$ cat src/rtl/ecam_pkg.sv
package ecam_pkg;

    localparam int REG_W      = 64;
    localparam int REG_BYTES  = REG_W / 8;
    localparam int WIN_LSB    = 28;   // lowest base bit of the largest window
    localparam int EN_BIT     = 0;
    localparam int LEN_LSB    = 1;

    typedef enum logic [1:0] {
        LEN_256M = 2'b00,
        LEN_128M = 2'b01,
        LEN_64M  = 2'b10,
        LEN_RSVD = 2'b11
    } win_len_e;

    typedef struct packed {
        logic             en;
        win_len_e         len;
        logic [REG_W-1:0] mask;
        logic [REG_W-1:0] base;
    } win_dec_t;

    function automatic win_dec_t decode_bar(input logic [REG_W-1:0] bar, input int addr_w);
        win_dec_t r;
        r.en   = bar[EN_BIT];
        r.len  = win_len_e'(bar[LEN_LSB +: 2]);
        r.mask = '0;
        for (int b = WIN_LSB; b < REG_W; b++) begin
            if (b < addr_w) r.mask[b] = 1'b1;
        end
        case (r.len)
            LEN_128M: r.mask[WIN_LSB-1] = 1'b1;
            LEN_64M: begin
                r.mask[WIN_LSB-1] = 1'b1;
                r.mask[WIN_LSB-2] = 1'b1;
            end
            default: ;
        endcase
        r.base = bar & r.mask;
        return r;
    endfunction

endpackage

$ cat src/rtl/ecam_bar_reg.sv
module ecam_bar_reg
    import ecam_pkg::*;
#(
    parameter logic [REG_W-1:0] RESET_VAL = 64'h0000_0000_B000_0001
) (
    input  logic                 clk,
    input  logic                 rst_n,
    input  logic                 wr_en,
    input  logic [REG_BYTES-1:0] wr_be,
    input  logic [REG_W-1:0]     wr_data,
    output logic [REG_W-1:0]     bar_q,
    output logic                 upd_q
);

    typedef struct packed {
        logic [REG_W-1:0] bar;
        logic             upd;
    } reg_st_t;

    reg_st_t st_d, st_q;
    logic [REG_W-1:0] merged;

    for (genvar i = 0; i < REG_BYTES; i++) begin : g_byte
        assign merged[i*8 +: 8] = (wr_en && wr_be[i]) ? wr_data[i*8 +: 8]
                                                      : st_q.bar[i*8 +: 8];
    end

    always_comb begin
        st_d     = st_q;
        st_d.bar = merged;
        st_d.upd = wr_en && (|wr_be);
    end

    always_ff @(posedge clk) begin
        if (!rst_n) begin
            st_q.bar <= RESET_VAL;
            st_q.upd <= 1'b0;
        end else begin
            st_q <= st_d;
        end
    end

    assign bar_q = st_q.bar;
    assign upd_q = st_q.upd;

endmodule

$ cat src/rtl/ecam_bar_decode.sv
module ecam_bar_decode
    import ecam_pkg::*;
#(
    parameter int               ADDR_W    = 39,
    parameter logic [REG_W-1:0] RESET_VAL = 64'h0000_0000_B000_0001
) (
    input  logic             clk,
    input  logic             rst_n,
    input  logic [REG_W-1:0] bar,
    input  logic             upd,
    output win_dec_t         dec_q,
    output logic             err_q
);

    typedef struct packed {
        win_dec_t dec;
        logic     err;
    } dec_st_t;

    dec_st_t st_d, st_q;
    win_dec_t fresh;

    always_comb begin
        fresh = decode_bar(bar, ADDR_W);
        st_d  = st_q;
        if (upd) begin
            st_d.dec = fresh;
            st_d.err = st_q.err | (fresh.len == LEN_RSVD);
        end
    end

    always_ff @(posedge clk) begin
        if (!rst_n) begin
            st_q.dec <= decode_bar(RESET_VAL, ADDR_W);
            st_q.err <= 1'b0;
        end else begin
            st_q <= st_d;
        end
    end

    assign dec_q = st_q.dec;
    assign err_q = st_q.err;

endmodule

$ cat src/rtl/ecam_addr_match.sv
module ecam_addr_match
    import ecam_pkg::*;
#(
    parameter int ADDR_W = 39
) (
    input  win_dec_t          dec,
    input  logic [ADDR_W-1:0] addr,
    output logic              hit,
    output logic [7:0]        bus,
    output logic [4:0]        dev,
    output logic [2:0]        fn,
    output logic [11:0]       reg_off
);

    logic [ADDR_W-1:0]  mask_a;
    logic [ADDR_W-1:0]  base_a;
    logic [WIN_LSB-1:0] offs;

    always_comb begin
        mask_a  = dec.mask[ADDR_W-1:0];
        base_a  = dec.base[ADDR_W-1:0];
        hit     = dec.en && (dec.len != LEN_RSVD) && ((addr & mask_a) == base_a);
        offs    = addr[WIN_LSB-1:0] & ~mask_a[WIN_LSB-1:0];
        if (!hit) offs = '0;
        bus     = offs[27:20];
        dev     = offs[19:15];
        fn      = offs[14:12];
        reg_off = offs[11:0];
    end

endmodule

$ cat src/rtl/ecam_win_decoder.sv
module ecam_win_decoder
    import ecam_pkg::*;
#(
    parameter int               ADDR_W    = 39,
    parameter logic [REG_W-1:0] RESET_VAL = 64'h0000_0000_B000_0001
) (
    input  logic              clk,
    input  logic              rst_n,
    input  logic              wr_en,
    input  logic [7:0]        wr_be,
    input  logic [63:0]       wr_data,
    output logic [63:0]       cfg_value,
    input  logic [ADDR_W-1:0] req_addr,
    output logic              win_en,
    output logic [1:0]        win_len,
    output logic [ADDR_W-1:0] win_base,
    output logic              cfg_err,
    output logic              hit,
    output logic [7:0]        bus,
    output logic [4:0]        dev,
    output logic [2:0]        fn,
    output logic [11:0]       reg_off
);

    logic     upd;
    win_dec_t dec;

    ecam_bar_reg #(.RESET_VAL(RESET_VAL)) u_reg (
        .clk(clk), .rst_n(rst_n), .wr_en(wr_en), .wr_be(wr_be),
        .wr_data(wr_data), .bar_q(cfg_value), .upd_q(upd)
    );

    ecam_bar_decode #(.ADDR_W(ADDR_W), .RESET_VAL(RESET_VAL)) u_dec (
        .clk(clk), .rst_n(rst_n), .bar(cfg_value), .upd(upd),
        .dec_q(dec), .err_q(cfg_err)
    );

    ecam_addr_match #(.ADDR_W(ADDR_W)) u_match (
        .dec(dec), .addr(req_addr), .hit(hit), .bus(bus),
        .dev(dev), .fn(fn), .reg_off(reg_off)
    );

    assign win_en   = dec.en;
    assign win_len  = dec.len;
    assign win_base = dec.base[ADDR_W-1:0];

endmodule

$ cat config.mk
export PLATFORM = sky130hd
export DESIGN_NAME = ecam_win_decoder
export DESIGN_NICKNAME = d
export VERILOG_FILES = /design/src/rtl/ecam_pkg.sv /design/src/rtl/ecam_bar_reg.sv /design/src/rtl/ecam_bar_decode.sv /design/src/rtl/ecam_addr_match.sv /design/src/rtl/ecam_win_decoder.sv
export SDC_FILE = /design/constraint.sdc
export NUM_CORES = 1
export LEC_CHECK = 0
export ABC_AREA = 0
export BUFFER_PORTS_ARGS = -buffer_cell sky130_fd_sc_hd__buf_2
export CAP_MARGIN = 20
export CORE_MARGIN = 2
export CORE_UTILIZATION = 35
export DETAILED_ROUTE_END_ITERATION = 10
export GPL_ROUTABILITY_DRIVEN = 0
export PLACE_DENSITY_LB_ADDON = 0.2
export SYNTH_ARGS = -nofsm -noshare
export SYNTH_HDL_FRONTEND = slang
export SYNTH_SLANG_ARGS = --single-unit
export TNS_END_PERCENT = 5
$ cat constraint.sdc
create_clock -name clk -period 1.85 [get_ports clk]
set_clock_uncertainty 0.2 [all_clocks]
set_input_delay 0.0925 -clock clk [delete_from_list [all_inputs] [get_ports clk]]
set_output_delay 0.0925 -clock clk [all_outputs]
set_load 0.01 [all_outputs]
Yosys cells after proc, flatten, opt, wreduce, memory -nomap -nowiden --
Cells that the tools add are included. Widths: inputs -> output; s select.
Word-level totals: output and inout port bits 136, input port bits 114, register bits 110
Operators by class: multiplexer cells 3, reductions and logical operators 13, bitwise operators 5, eq/ne operators 5
Operators by type and width (number):
- $and 39x39->39 | 2
- $eq 39x39->1 | 1
- $and 28x28->28 | 1
- $mux 28 | 1
- $not 28->28 | 1
- $logic_and 1x1->1 | 11
- $reduce_or 8->1 | 1
- $eq 2x2->1 const B | 2
- $eq 2x1->1 const B | 1
- $mux 1 | 2
- $ne 2x2->1 const B | 1
- $reduce_or 2->1 | 1
- $or 1x1->1 | 1

Logic depth before layout (Yosys ltp) --
Gate-level depths: netlist (run 1).
depth in word-level cells 4, mapped depth 6, gate-level depth less buffers 4

By module --
From an unflattened synthesis (run 1), not the netlist that was laid out.
Unflattened totals: cells, all modules 605, area total of the unflattened synthesis 5407.7 µm²
Modules (own cells, without submodules):
- ecam_bar_reg | cells each 290, times used 1, area each 2821.5 µm², seq. area each 1301.2 µm²
- ecam_bar_decode | cells each 182, times used 1, area each 1612.8 µm², seq. area each 380.4 µm²
- ecam_addr_match | cells each 133, times used 1, area each 973.4 µm², seq. area each 0.0 µm²

Worst setup path before layout (run 1) --
OpenSTA, ideal clock, no wires.
kind flip-flop to output port, start point reg, netlist name u_dec.dec_q[37], end point out bus[0], path slack 0.241 ns, cell stages (with the launch flop) 7, required time 1.558 ns, data arrival time 1.317 ns, cell sequence dfxtp_1 -> xnor2_1 -> nand3_1 -> nor4_2 -> buf_4 -> buf_6 -> and3_1
Between the ends: longest elaborated chain between the ends 3
Ends and longest elaborated chain:
- $eq 39x39->1 | line ecam_addr_match.sv:22 | hit = dec.en && (dec.len != LEN_RSVD) && ((addr & mask_a) == base_a);
- $logic_and 1x1->1 | line ecam_addr_match.sv:22
- $mux 28 | line ecam_addr_match.sv:24 | if (!hit) offs = '0;
- end: declaration | line ecam_win_decoder.sv:19 | output logic [7:0] bus,
No other way between the ends.

Worst setup path after layout (run 1) --
start point reg, netlist name u_dec.dec_q[37], end point out bus[7]
Between the ends: longest elaborated chain between the ends 3
Ends and longest elaborated chain (line):
- $eq 39x39->1 | ecam_addr_match.sv:22
- $logic_and 1x1->1 | ecam_addr_match.sv:22
- $mux 28 | ecam_addr_match.sv:24
No other way between the ends.

==> results of run 1 <==
==> per-layer routing <==
metal,GRT usage (%),share of wire (%),vias to the layer above
li1,-,-,2120
met1,21.4,36,1984
met2,43.4,55,182
met3,5.47,6.8,22
met4,9.25,2.2,0
met5,0,0,-
==> layout by cell type (no fill, tap or decap), types with 2 or more instances in the layout <==
cell	n
nor4_1	2
clkbuf_16	9
clkinv_2	3
bufinv_16	2
ha_1	2
buf_2	216
nand4_1	2
dfxtp_1	83
a21boi_1	19
dlygate4sd3_1	125
xnor2_1	12
inv_1	2
nor2b_1	12
nand2_1	91
conb_1	26
a21oi_1	2
buf_12	2
buf_6	7
and2_1	3
a21boi_2	3
buf_4	7
nand3_2	2
a21boi_0	39
nand3_1	60
and4b_1	2
and3_2	6
and3_1	20
mux2i_1	15
==> cell type report <==
type                            instances  area (sq um)
Inverter                                2          7.51
Fill cell                            1004          4660
Clock buffer                           11           243
Timing Repair Buffer                  358          2530
Sequential cell                        84          1680
Clock inverter                          5          75.1
Antenna cell                            1          2.50
Tap cell                              143           179
Multi-Input combinational cell        324          1890
==> cell families (layout without fill, tap and decap cells) <==
logic type,Yosys count,after routing,synth area share (%)
AND/OR/NAND/NOR,203,203,24.6
buffers and inverters,90,376,14.0
multiplexers,15,15,3.75
other,1,27,0.0937
AO/OA/AOI/OAI,65,65,12.1
adder cells (fa/ha/maj),2,2,0.625
flip-flops,84,84,42.0
XOR/XNOR,13,13,2.84
==> metrics by stage <==
stage	setup TNS [ns]	setup slack (ns)	area, sq um	total power [W]
final	-6.56	-0.278	6610	0.00460
after global routing	-10.33	-0.387	6610	0.00478
after CTS	-7.57	-0.285	6570	0.00462
after detailed placement	0	0.0747	4930	0.00250
after global placement	0	0.130	4930	0.00249
after floorplan	0	0.241	4100	0.00231
==> worst max path at each step <==
stage	to	start	depth (start not counted)	slack, ns
finish	bus[7]	u_dec.dec_q[37]$_SDFFE_PN0P_	6	-0.28
global placement	bus[6]	u_dec.dec_q[37]$_SDFFE_PN0P_	6	0.13
floorplan	bus[0]	u_dec.dec_q[37]$_SDFFE_PN0P_	6	0.24
detailed placement	bus[6]	u_dec.dec_q[37]$_SDFFE_PN0P_	6	0.07
CTS	bus[7]	u_dec.dec_q[37]$_SDFFE_PN0P_	6	-0.28
global route	bus[7]	u_dec.dec_q[37]$_SDFFE_PN0P_	6	-0.39
==> what timing repair did <==
| action | CTS | global route |
|---|---|---|
| setup endpoints to repair | 29 | 76 |
| pin swaps | 6 | 2 |
| gates resized for setup | 13 | 31 |
| buffers inserted | 1 | 0 |
| hold buffers | 125 | 0 |
| cloned | 2 | 0 |
| endpoints found under the hold margin | 65 | 0 |
==> sequential cells by signal, indices dropped and copies added (netlist names) <==
name / flops
u_dec.dec_q: 18
u_dec.err_q: 1
u_reg.bar_q: 64
u_reg.upd_q: 1
==> worst max-delay path: cells and delay by family, from the launching register on <==
| family | cells | cell delay [ns] |
|---|---|---|
| buf+inv | 2 | 0.35 |
| flops | 1 | 0.33 |
| xor+xnor | 1 | 0.13 |
| simple gates | 3 | 0.70 |
==> power groups by stage <==
stage          clock (W)  sequential (W)  combinational, W
3_3_place_gp           0         0.00197          0.000522
2_1_floorplan          0         0.00199          0.000323
6_report         0.00192         0.00193          0.000744
4_1_cts          0.00197         0.00193          0.000715
5_1_grt          0.00203         0.00194          0.000811
3_5_place_dp           0         0.00197          0.000530
==> results.tsv, run 1 <==
metric	value	unit
startpoint_type	flip-flop	
worstPathRequired	1.56	ns
synth.most_common_cell	nand2_1	
pwr-share-comb	16.2	%
viasPerCell	4.64	
grt_pass1_wl	21900	microns
drtAntennaViolNets	0	
cts_sinks	84	
max_freq	470	MHz
fin_crit_sh	115	%
yosysTopAreaCell	dfxtp_1	
max-cap-violations	0	
drt_pass1_iterations	4	
rr_worst_depth	4	
worstReg2RegStart	u_reg.bar_q[1]$_SDFFE_PN0P_	
totalWireLength	13500	microns
synth_area	4000	sq um
dieHeight	111	microns
grt_overflow	0	
tightestPinTransition	0.546	ns
root_buffer	clkbuf_16	
drive_above_1_share	33.4	%
min_to	u_reg.bar_q[53]$_SDFFE_PN0P_	
seqPwrFrac	42.1	%
cts_buffers	9	
wl_per_cell	14.6	microns
grt_pass1_vias	4556	
p_switching	0.00110	W
ys_async_sr_fraction	0	%
placed_cells	783	
min_period	2.13	ns
io_buffers	223	
drc	0	
swShare	23.9	%
num_vias	4308	
ir_worst_vdd	468	uV
leakagePower	3.07	nW
synth-edff-count	0	
min_path_cells	2	
dieArea	12300	sq um
std_cell_rows	39	
dp_hpwl	8450	microns
cts_tree	yes	
htreeDepth	3	
maxSlewHeadroom	63.6	%
ys_types	28	
fin_ws	-0.278	ns
grt_usage	22.0	%
powerDensity	695	nW/um^2
rsz0062_at_grt	yes	
fin_nets	895	
synth_area_leaders	dfxtp_1 42%, a21boi_0 11%, buf_4 11%	
p_clk_share	41.7	%
grt_antenna_before_repair	1	
hold_violations	0	
path_class	flip-flop to primary output	
violations	negative setup slack	
yosys_register_bits	84	
setup_viol	29	
grt_max_degree	55	
netlist.area_leader.share	42.0	%
drt_iter0_markers	99	
yosysWarningCount	0	
hold_start	rst_n	
path_max_fanout	8	
die_x	111	microns
start_util	35.5	%
worst-endpoint-arrival	1.84	ns
syn_area_per_cell	8.46	sq um
ys_top_cells_by_count	91 x nand2_1, 84 x dfxtp_1, 62 x nand3_1, 61 x a21boi_0, 56 x buf_4	
io_pins	250	
clk_path_buf_depth	2	
hold_path.class	primary input to flip-flop	
synth_cells	473	
holdWs	0.0894	ns
final_core_util	58.7	%
slowest_stage	nor4_4	
cpPeakStageDelay	0.39	ns
reg2reg_slack	0.50	ns
status	complete, but fails checks	
core_area	11300	sq um
r2r-end	u_dec.dec_q[27]$_SDFFE_PN0P_	
ys.flop_type	dfxtp_1	
drv_slew	0	
path_cells	xnor2_2, nand3_2, nor4_4, buf_4, and4b_1, buf_2	
ys_seq_area_share	42.0	%
area_growth	65.2	%
fin_cells	928	
end_kind	primary output	
intPower	0.00350	W
clk_pin_slew	0.06	ns
clk_latency	0.33	ns
(Power assumes the default switching activity.)
==> run 2, diff against run 1 <==
==> constraint.sdc (replaced) <==
create_clock -name clk -period 1.8 [get_ports clk]
set_clock_uncertainty 0.2 [all_clocks]
set_input_delay 0.09 -clock clk [delete_from_list [all_inputs] [get_ports clk]]
set_output_delay 0.09 -clock clk [all_outputs]
set_load 0.01 [all_outputs]
==> run 2 against run 1 <==
Compared with the run above: total power rose by 1.2%; design area decreased by 0.76%; first-iteration DRC count up 40%; critical endpoint is now bus[6]; combinational power up 1%; sequential power rose by 3%; via count grew 0.70%; global-route usage down 0.60 points; register-to-register slack got worse by 0.03 ns; flip-flop and latch count did not move; hold slack got worse by 0.044 ns; largest power group unchanged; critical path depth stayed put; the run still ends with negative setup slack left; routed wire length is 0.91% lower.
==> results.tsv, run 2 (synthesized netlist as in run 1, its figures left out) <==
metric	value	unit
fin_crit_sh	115	%
final_common_cell	buf_2	
start_util	35.5	%
hold_path.class	primary input to flip-flop	
pwr-share-comb	16.2	%
die_x	111	microns
startpoint_type	flip-flop	
path_buf_inv	2	
worstPathRequired	1.51	ns
final.setup.tns	-7.07	ns
clk_path_buf_depth	2	
cpPeakStageDelay	0.33	ns
p_switching	0.00110	W
path_cells	xnor2_1, nand3_1, nor4_4, buf_4, and4b_1, buf_2	
largest_reg_flops	64	
wl_per_cell	14.4	microns
dieHeight	111	microns
area_growth	64.0	%
drive_above_1_share	32.8	%
drtAntennaViolNets	0	
hold_violations	0	
place_ws	0.0454	ns
htreeDepth	3	
violations	negative setup slack	
grt_usage	21.4	%
grt_antenna_before_repair	0	
antennaDiodeCount	0	
cts_sinks	84	
std_cell_rows	39	
min_period	2.07	ns
drt_pass1_iterations	4	
met2_usage	42.8	%
grt_pass1_wl	21300	microns
drv_slew	0	
root_buffer	clkbuf_16	
slowest_stage	nor4_4	
path_class	flip-flop to primary output	
totalWireLength	13400	microns
powerDensity	709	nW/um^2
ir_worst_vdd	342	uV
end_kind	primary output	
status	complete, but fails checks	
io_buffers	223	
viasPerCell	4.68	
max_freq	483	MHz
min_path_cells	3	
path_max_fanout	8	
clk_pin_slew	0.06	ns
grt_overflow	0	
drc	0	
fin_nets	896	
intPower	0.00355	W
dp_hpwl	8520	microns
max-cap-violations	0	
cts_tree	yes	
critPathTopFamily	simple AND/OR/NAND/NOR gates	
swShare	23.6	%
seqPwrFrac	42.7	%
grtUsageMet3	5.30	%
rr_worst_depth	4	
worst-endpoint-arrival	1.78	ns
nFillCells	954	
cp.depth	6	
dieArea	12300	sq um
use_met1	20.7	%
clk_latency	0.33	ns
io_pins	250	
p_clk_share	41.0	%
grt_pass1_vias	4433	
layout_common_cells	218 x buf_2, 124 x dlygate4sd3_1, 91 x nand2_1, 81 x dfxtp_1, 62 x nand3_1	
core_area	11300	sq um
setup_viol	29	
fin_ws	-0.269	ns
drt_iter0_markers	139	
top_usage_layer	met2	
grt_max_degree	46	
rsz0062_at_grt	yes	
leakagePower	3.03	nW
num_vias	4338	
cts_buffers	9	
-- run 2: cell count changes in the layout (fill, tap and decap cells not counted), sizes merged --
cell         previous run  this run
clkbuf                 11        14
clkinv                  3         0
buf                   233       234
diode                   1         0
dlygate4sd3           125       124
-- run 2: per-stage QoR --
step	cell area (sq um)	cells	util, %	total power (W)	hold slack [ns]
floorplan	4100	498	-	0.00237	0.0142
global route	6560	927	58.2	0.00484	0.0822
CTS	6550	927	58.1	0.00468	0.0138
global placement	4940	784	43.8	0.00256	0.117
finish	6560	927	58.2	0.00465	0.0450
detailed placement	4940	784	43.8	0.00257	0.115
-- run 2: cell type report --
type	count	area [sq um]	share of cell area (%)
clock buffers	13	240	3.66
clock inverters	2	60.1	0.915
inverters	2	7.51	0.114
multi-input cells	324	1870	28.5
flip-flops and latches	84	1690	25.7
well taps	143	179	2.73
repair buffers	359	2520	38.4
-- run 2: power groups by stage --
stage | registers (W) | clock network (W) | logic (W)
2_1_floorplan | 0.00204 | 0 | 0.000332
3_3_place_gp | 0.00203 | 0 | 0.000537
3_5_place_dp | 0.00203 | 0 | 0.000544
4_1_cts | 0.00199 | 0.00196 | 0.000735
5_1_grt | 0.00200 | 0.00203 | 0.000819
6_report | 0.00199 | 0.00191 | 0.000754
-- run 2: routing by layer --
| metal | wire length [microns] | part of all wire, % | vias to the layer above |
|---|---|---|---|
| li1 | - | - | 2120 |
| met1 | 4890 | 37 | 2011 |
| met2 | 7370 | 55 | 185 |
| met3 | 859 | 6.4 | 22 |
| met4 | 270 | 2.0 | 0 |
| met5 | 0 | 0 | - |
-- run 2: worst paths after layout --
check	from	to	slack, ns
max	u_dec.dec_q[37]$_SDFFE_PN0P_	bus[6]	-0.27
min	wr_be[6]	u_reg.upd_q$_SDFF_PN0_	0.05
max reg2reg	u_reg.bar_q[1]$_SDFFE_PN0P_	u_dec.dec_q[27]$_SDFFE_PN0P_	0.47
min reg2reg	u_reg.bar_q[45]$_SDFFE_PN0P_	u_reg.bar_q[45]$_SDFFE_PN0P_	0.26
-- run 2: worst min-delay path, cell delays in order --
cell,delay (ns)
buf_2,0.20
nor4_1,0.10
a21oi_1,0.14
-- run 2: repair_timing --
action,CTS,global route
setup buffers,2,0
hold buffers,124,0
cloned,2,0
endpoints found under the hold margin,65,0
pin swaps,7,1
resized for setup,14,2
endpoints found under the setup margin,29,29
